### src/rtl/simt_pkg.sv
package simt_pkg;

  typedef enum logic [3:0] {
    OP_NOP   = 4'd0,
    OP_LDI   = 4'd1,
    OP_LDM   = 4'd2,
    OP_STM   = 4'd3,
    OP_ADD   = 4'd4,
    OP_SUB   = 4'd5,
    OP_MOVR  = 4'd6,
    OP_SETX  = 4'd7,
    OP_ADDX  = 4'd8,
    OP_CMPM  = 4'd9,
    OP_ALLON = 4'd10
  } op_e;

endpackage

### src/rtl/pe_lane.sv
module pe_lane
  import simt_pkg::*;
#(
  parameter int DATA_W    = 16,
  parameter int MEM_DEPTH = 16,
  parameter int NREG      = 4
) (
  input  logic                         clk,
  input  logic                         rst_n,
  input  logic                         ins_valid,
  input  op_e                          ins_op,
  input  logic [$clog2(NREG)-1:0]      ins_sel,
  input  logic [DATA_W-1:0]            ins_imm,
  input  logic                         host_wr,
  input  logic [$clog2(MEM_DEPTH)-1:0] host_addr,
  input  logic [DATA_W-1:0]            host_wdata,
  output logic [DATA_W-1:0]            acc,
  output logic [$clog2(MEM_DEPTH)-1:0] idx,
  output logic                         active,
  output logic [DATA_W-1:0]            rd_word
);
  localparam int AW = $clog2(MEM_DEPTH);

  function automatic logic [DATA_W-1:0] wrap_arith(input logic [DATA_W-1:0] a,
                                                   input logic [DATA_W-1:0] b,
                                                   input logic sub);
    return sub ? (a - b) : (a + b);
  endfunction

  function automatic logic lane_test(input logic [1:0] code, input logic [DATA_W-1:0] v);
    logic hit;
    case (code)
      2'd0:    hit = (v == '0);
      2'd1:    hit = (v != '0);
      2'd2:    hit = v[DATA_W-1];
      default: hit = !v[DATA_W-1] && (v != '0);
    endcase
    return hit;
  endfunction

  logic [DATA_W-1:0] regs [NREG];
  logic [DATA_W-1:0] mem  [MEM_DEPTH];

  // named internal events for the checks below
  logic fire, st_req, st_en, st_blocked, wake;
  assign fire       = ins_valid && active;
  assign st_req     = fire && (ins_op == OP_STM);
  assign st_blocked = st_req && host_wr;
  assign st_en      = st_req && !host_wr;
  assign wake       = ins_valid && (ins_op == OP_ALLON);
  assign rd_word    = mem[host_addr];

  always_ff @(posedge clk or negedge rst_n) begin
    if (!rst_n) begin
      acc    <= '0;
      idx    <= '0;
      active <= 1'b1;
      for (int i = 0; i < NREG; i++) regs[i] <= '0;
    end else begin
      if (fire) begin
        case (ins_op)
          OP_LDI:  acc <= ins_imm;
          OP_LDM:  acc <= mem[idx];
          OP_ADD:  acc <= wrap_arith(acc, regs[ins_sel], 1'b0);
          OP_SUB:  acc <= wrap_arith(acc, regs[ins_sel], 1'b1);
          OP_MOVR: regs[ins_sel] <= acc;
          OP_SETX: idx <= ins_imm[AW-1:0];
          OP_ADDX: idx <= idx + ins_imm[AW-1:0];
          OP_CMPM: active <= lane_test(ins_imm[1:0], acc);
          default: ;
        endcase
      end
      if (wake) active <= 1'b1;
    end
  end

  always_ff @(posedge clk) begin
    if (host_wr)    mem[host_addr] <= host_wdata;
    else if (st_en) mem[idx]       <= acc;
  end

  // a disabled lane holds its state unless woken
  assert_idle_hold_R5: assert property (@(posedge clk) disable iff (!rst_n)
    (ins_valid && !active && ins_op != OP_ALLON) |=> ($stable(acc) && $stable(idx) && !active));

  // no instruction, no change
  assert_no_issue_R10: assert property (@(posedge clk) disable iff (!rst_n)
    !ins_valid |=> ($stable(acc) && $stable(idx) && $stable(active)));

  // wake-all enables the lane
  assert_wake_R7: assert property (@(posedge clk) disable iff (!rst_n)
    wake |=> active);

  // immediate load lands in the next cycle
  assert_ldi_R2: assert property (@(posedge clk) disable iff (!rst_n)
    (fire && ins_op == OP_LDI) |=> (acc == $past(ins_imm)));

  // host write wins over a colliding store
  assert_host_wins_R9: assert property (@(posedge clk) disable iff (!rst_n)
    st_blocked |=> (mem[$past(host_addr)] == $past(host_wdata)));

endmodule

### src/rtl/host_read_port.sv
module host_read_port #(
  parameter int LANES  = 4,
  parameter int DATA_W = 16
) (
  input  logic                      clk,
  input  logic                      rst_n,
  input  logic                      rd_req,
  input  logic [$clog2(LANES)-1:0]  lane_sel,
  input  logic [LANES*DATA_W-1:0]   words,
  output logic [DATA_W-1:0]         rdata
);
  function automatic logic [DATA_W-1:0] pick(input logic [LANES*DATA_W-1:0] w,
                                             input logic [$clog2(LANES)-1:0] s);
    logic [DATA_W-1:0] r;
    r = '0;
    for (int i = 0; i < LANES; i++)
      if (s == i[$clog2(LANES)-1:0]) r = w[i*DATA_W +: DATA_W];
    return r;
  endfunction

  always_ff @(posedge clk or negedge rst_n) begin
    if (!rst_n)      rdata <= '0;
    else if (rd_req) rdata <= pick(words, lane_sel);
  end

  // read data only moves on a read request
  assert_rdata_hold_R8: assert property (@(posedge clk) disable iff (!rst_n)
    !rd_req |=> $stable(rdata));

endmodule

### src/rtl/simt_pe_array.sv
module simt_pe_array
  import simt_pkg::*;
#(
  parameter int LANES     = 4,
  parameter int DATA_W    = 16,
  parameter int MEM_DEPTH = 16,
  parameter int NREG      = 4
) (
  input  logic                                 clk,
  input  logic                                 rst_n,
  input  logic                                 ins_valid,
  input  logic [3:0]                           ins_op,
  input  logic [$clog2(NREG)-1:0]              ins_sel,
  input  logic [DATA_W-1:0]                    ins_imm,
  input  logic                                 host_en,
  input  logic                                 host_we,
  input  logic [$clog2(LANES)-1:0]             host_lane,
  input  logic [$clog2(MEM_DEPTH)-1:0]         host_addr,
  input  logic [DATA_W-1:0]                    host_wdata,
  output logic [DATA_W-1:0]                    host_rdata,
  output logic [LANES*DATA_W-1:0]              lane_acc,
  output logic [LANES*$clog2(MEM_DEPTH)-1:0]   lane_idx,
  output logic [LANES-1:0]                     lane_active
);
  localparam int AW = $clog2(MEM_DEPTH);
  localparam int LW = $clog2(LANES);

  op_e                     op;
  logic [LANES*DATA_W-1:0] rd_words;
  logic                    host_rd;

  assign op      = op_e'(ins_op);
  assign host_rd = host_en && !host_we;

  for (genvar g = 0; g < LANES; g++) begin : g_lane
    logic host_wr_g;
    assign host_wr_g = host_en && host_we && (host_lane == LW'(g));
    pe_lane #(
      .DATA_W(DATA_W), .MEM_DEPTH(MEM_DEPTH), .NREG(NREG)
    ) u_lane (
      .clk       (clk),
      .rst_n     (rst_n),
      .ins_valid (ins_valid),
      .ins_op    (op),
      .ins_sel   (ins_sel),
      .ins_imm   (ins_imm),
      .host_wr   (host_wr_g),
      .host_addr (host_addr),
      .host_wdata(host_wdata),
      .acc       (lane_acc[g*DATA_W +: DATA_W]),
      .idx       (lane_idx[g*AW +: AW]),
      .active    (lane_active[g]),
      .rd_word   (rd_words[g*DATA_W +: DATA_W])
    );
  end

  host_read_port #(.LANES(LANES), .DATA_W(DATA_W)) u_host (
    .clk     (clk),
    .rst_n   (rst_n),
    .rd_req  (host_rd),
    .lane_sel(host_lane),
    .words   (rd_words),
    .rdata   (host_rdata)
  );

  // compare-and-mask can never enable a lane that was disabled
  assert_mask_narrow_R6: assert property (@(posedge clk) disable iff (!rst_n)
    (ins_valid && op == OP_CMPM) |=> ((lane_active & ~$past(lane_active)) == '0));

endmodule

### config.mk
export PLATFORM = sky130hd
export DESIGN_NAME = simt_pe_array
export DESIGN_NICKNAME = d
export VERILOG_FILES = /design/src/rtl/simt_pkg.sv /design/src/rtl/pe_lane.sv /design/src/rtl/host_read_port.sv /design/src/rtl/simt_pe_array.sv
export SDC_FILE = /design/constraint.sdc
export NUM_CORES = 2
export LEC_CHECK = 0
export BUFFER_PORTS_ARGS = -buffer_cell sky130_fd_sc_hd__buf_2
export CELL_PAD_IN_SITES_DETAIL_PLACEMENT = 0
export CELL_PAD_IN_SITES_GLOBAL_PLACEMENT = 2
export CORE_UTILIZATION = 52
export CTS_CLUSTER_SIZE = 16
export DETAILED_ROUTE_END_ITERATION = 8
export GPL_ROUTABILITY_DRIVEN = 0
export PLACE_DENSITY = 0.84
export SYNTH_ARGS = -nofsm -noshare
export SYNTH_HDL_FRONTEND = slang
export SYNTH_HIERARCHICAL = 1
export SYNTH_SLANG_ARGS = --single-unit
### constraint.sdc
create_clock -name clk -period 7 [get_ports clk]
set_input_delay 0.35 -clock clk [delete_from_list [all_inputs] [get_ports clk]]
set_output_delay 0.35 -clock clk [all_outputs]
set_load 0.02 [all_outputs]
==> results.sh <==
export IMPL_status="finished, final reports clean"
export IMPL_fill_cells=9849
export IMPL_cp_slowest_cell="mux4_2"
export IMPL_clk_path_buf_depth=3
export IMPL_arrival_ps=4750
export IMPL_cp_required_ps=7660
export IMPL_synth_warnings=6
export IMPL_async_flop_share=0.2580
export IMPL_fin_skew_ps=34.83
export IMPL_drc=0
export IMPL_synthAdderAreaFrac=0.01609
export IMPL_path_buf_inv=2
export IMPL_synth_seq_area_share=0.5743
export IMPL_clk_latency_ps=800
export IMPL_worstSetupPathType="input port to register"
export IMPL_grt_setup_unrepaired="false"
export IMPL_synth_xor_area_frac=0.01266
export IMPL_finalHoldViolations=0
export IMPL_p_leak_uw=0.02734
export IMPL_avgViaCountPerCell=6.736
export IMPL_antenna_found_initial=14
export IMPL_cts_inserted_buffers=149
export IMPL_synth_edf_count=1024
export IMPL_die_area_sq_um=134300
export IMPL_area_delta_synth_final_pct=11.65
export IMPL_cp_cell_sequence="buf_4 > buf_4 > mux4_2 > nor4_4 > and2_1 > nor2_1 > xnor2_1 > ha_1 > a21o_1 > or3_1 > o21ai_0 > o21ai_0 > a211o_1 > o311ai_0"
export IMPL_layout_drive_gt1_share=0.3627
export IMPL_synth_top_area_cell="edfxtp_1"
export IMPL_synth_cell_type_count=92
export IMPL_cp_start_kind="input port"
export IMPL_multi_input_area_sq_um=28180
export IMPL_drt_iter0_drc=4592
export IMPL_grt_max_degree=154
export IMPL_path_clk_slew_ps=60
export IMPL_setup_viol=0
export IMPL_syn_area_sq_um=69060
export IMPL_fmax_ghz=0.2444
export IMPL_max_stage_delay_ps=660
export IMPL_synthMuxAreaShare=0.2805
export IMPL_period_share=0.5846
export IMPL_die_x_um=366.4
export IMPL_wl_per_cell_um=32.41
export IMPL_fp_dieH_um=366.4
export IMPL_start_util=0.5247
export IMPL_h_tree_depth=4
export IMPL_wirelength_mm=199.9
export IMPL_overflow=0
export IMPL_max_vdd_ir_drop_mv=0.3174
export IMPL_maxCapViolations=0
export IMPL_slew_violations=0
export IMPL_final_nets=4401
export IMPL_synth_most_common_cell="edfxtp_1"
export IMPL_coreArea_sq_um=131600
export IMPL_port_buffers=148
export IMPL_relSlewSlack=0.1840
export IMPL_grt_use_total=0.3018
export IMPL_endpoint_kind="register"
export IMPL_path_max_fanout=27
export IMPL_synthTopCellsByCount="edfxtp_1 (1024), mux4_2 (688), dfrtp_1 (352)"
export IMPL_grt_pass1_wl_mm=291.7
export IMPL_cts_tree="yes"
export IMPL_synth_compound_area_share=0.04497
export IMPL_clockRootBuffer="clkbuf_16"
export IMPL_hpwlAfterDp_mm=128.6
export IMPL_min_path_type="input port to register"
export IMPL_ys_ff_latch=1380
export IMPL_synth_area_leaders="edfxtp_1 (45%), mux4_2 (22%), dfrtp_1 (13%)"
export IMPL_synth_top_family_by_area="multiplexers"
export IMPL_rows=133
export IMPL_ff_latch_area_sq_um=39680
export IMPL_path_delay_family="compound AO/OA/AOI/OAI gates"
export IMPL_synth_ff_type="edfxtp_1"
export IMPL_grt_pass1_vias=41590
export IMPL_fin_util=0.5858
export IMPL_worst_pin_slew_ps=1224
export IMPL_min_period_ps=4092
export IMPL_fin_tns_setup_ps=0
export IMPL_power_density_nw_per_um2=335.5
export IMPL_syn_avg_cell_area_sq_um=16.90
export IMPL_cts_sink_count=1380
export IMPL_drt_antenna_violating_nets=0
export IMPL_vias=41540
export IMPL_syn_inst=4087
export IMPL_drt_pass1_iterations=6
export IMPL_io_pins=149
export IMPL_synth_top_area_share=0.4453
export IMPL_synthSimpleGateAreaFrac=0.05057
export IMPL_synthesis_nets=4220
per-stage QoR:
stage	power, uW	cells	hold WS (ps)	setup slack [ps]	instance area, sq um
2_1_floorplan	15780	4087	54.41	3194	69060
3_3_place_gp	18100	5870	384.2	2199	72180
3_5_place_dp	18140	5870	382.4	2125	72180
4_1_cts	25980	6150	7.701	2937	77060
5_1_grt	27010	6154	78.61	2589	77070
6_report	25870	6167	73.64	2908	77100
power by group:
part | switching [uW] | internal, uW
logic | 4170 | 3580
registers | 978 | 9290
clock network | 3380 | 4470
total | 8530 | 17300
tightest hold or removal path, delay by kind of cell:
kind	cells	cell delay (ps)
AOI/OAI and AO/OA	1	100
buffers and inverters	1	250
and+or+nand+nor	1	110
path summary, 6_finish.rpt:
| kind | startpoint | endpoint | slack (ps) | cells after the start |
|---|---|---|---|---|
| hold reg to reg | g_lane[0].u_lane/regs[1] | g_lane[0].u_lane/regs[1] | 480 | 2 |
| min in group asynchronous | rst_n | g_lane[0].u_lane/regs[34] | 140 | 2 |
| hold / removal | ins_imm[15] | g_lane[0].u_lane/acc[15] | 70 | 3 |
| setup / recovery | ins_sel[0] | g_lane[0].u_lane/acc[14] | 2910 | 14 |
| max in group asynchronous | rst_n | g_lane[1].u_lane/acc[1] | 5460 | 3 |
| setup reg to reg | g_lane[3].u_lane/regs[35] | g_lane[3].u_lane/acc[14] | 3000 | 14 |
kinds of logic after synthesis:
| logic type | Yosys count |
|---|---|
| DFF | 1380 |
| muxes | 1017 |
| and+or+nand+nor | 729 |
| AOI/OAI and AO/OA | 456 |
| buffers and inverters | 322 |
| xor gates and xnor gates | 99 |
| adders and majority gates | 84 |
per-layer routing:
metal	up-vias	global-route usage	wire length, um
met4	10	0.1186	7535
li1	17150	-	-
met2	2105	0.4734	95850
met1	21890	0.4080	75830
met5	-	0	51
met3	388	0.07554	20600
state kept, by name (all words and copies together), names as in the netlist:
| register | cells |
|---|---|
| g_lane.u_lane/mem | 1024 |
| g_lane.u_lane/regs | 256 |
| g_lane.u_lane/acc | 64 |
| g_lane.u_lane/idx | 16 |
| u_host/rdata | 16 |
| g_lane.u_lane/active | 4 |
layout make-up:
cell class,count,area share
Timing Repair Buffer,283,0.02428
Antenna cell,17,0.0005517
Sequential cell,1380,0.5147
Multi-Input combinational cell,2385,0.3655
Tap cell,1755,0.02848
Inverter,69,0.003359
Clock inverter,93,0.01165
Clock buffer,185,0.05144
what timing repair did:
action,in CTS,in global routing
endpoints found under the hold margin,83,0
setup buffers,0,0
hold buffers,2,0
gates resized for setup,0,0
cells in the final DEF, fill, tap and decap left out, types with 98 or more instances in the layout:
cell type  count
buf_4        130
clkbuf_16    151
edfxtp_1    1024
nand2_1      268
mux2_2       270
dfrtp_1      343
buf_2        142
o21ai_0       98
a21oi_1      103
nor2_1       152
mux4_2       688
No activity file was read; power rests on OpenSTA's default activity.
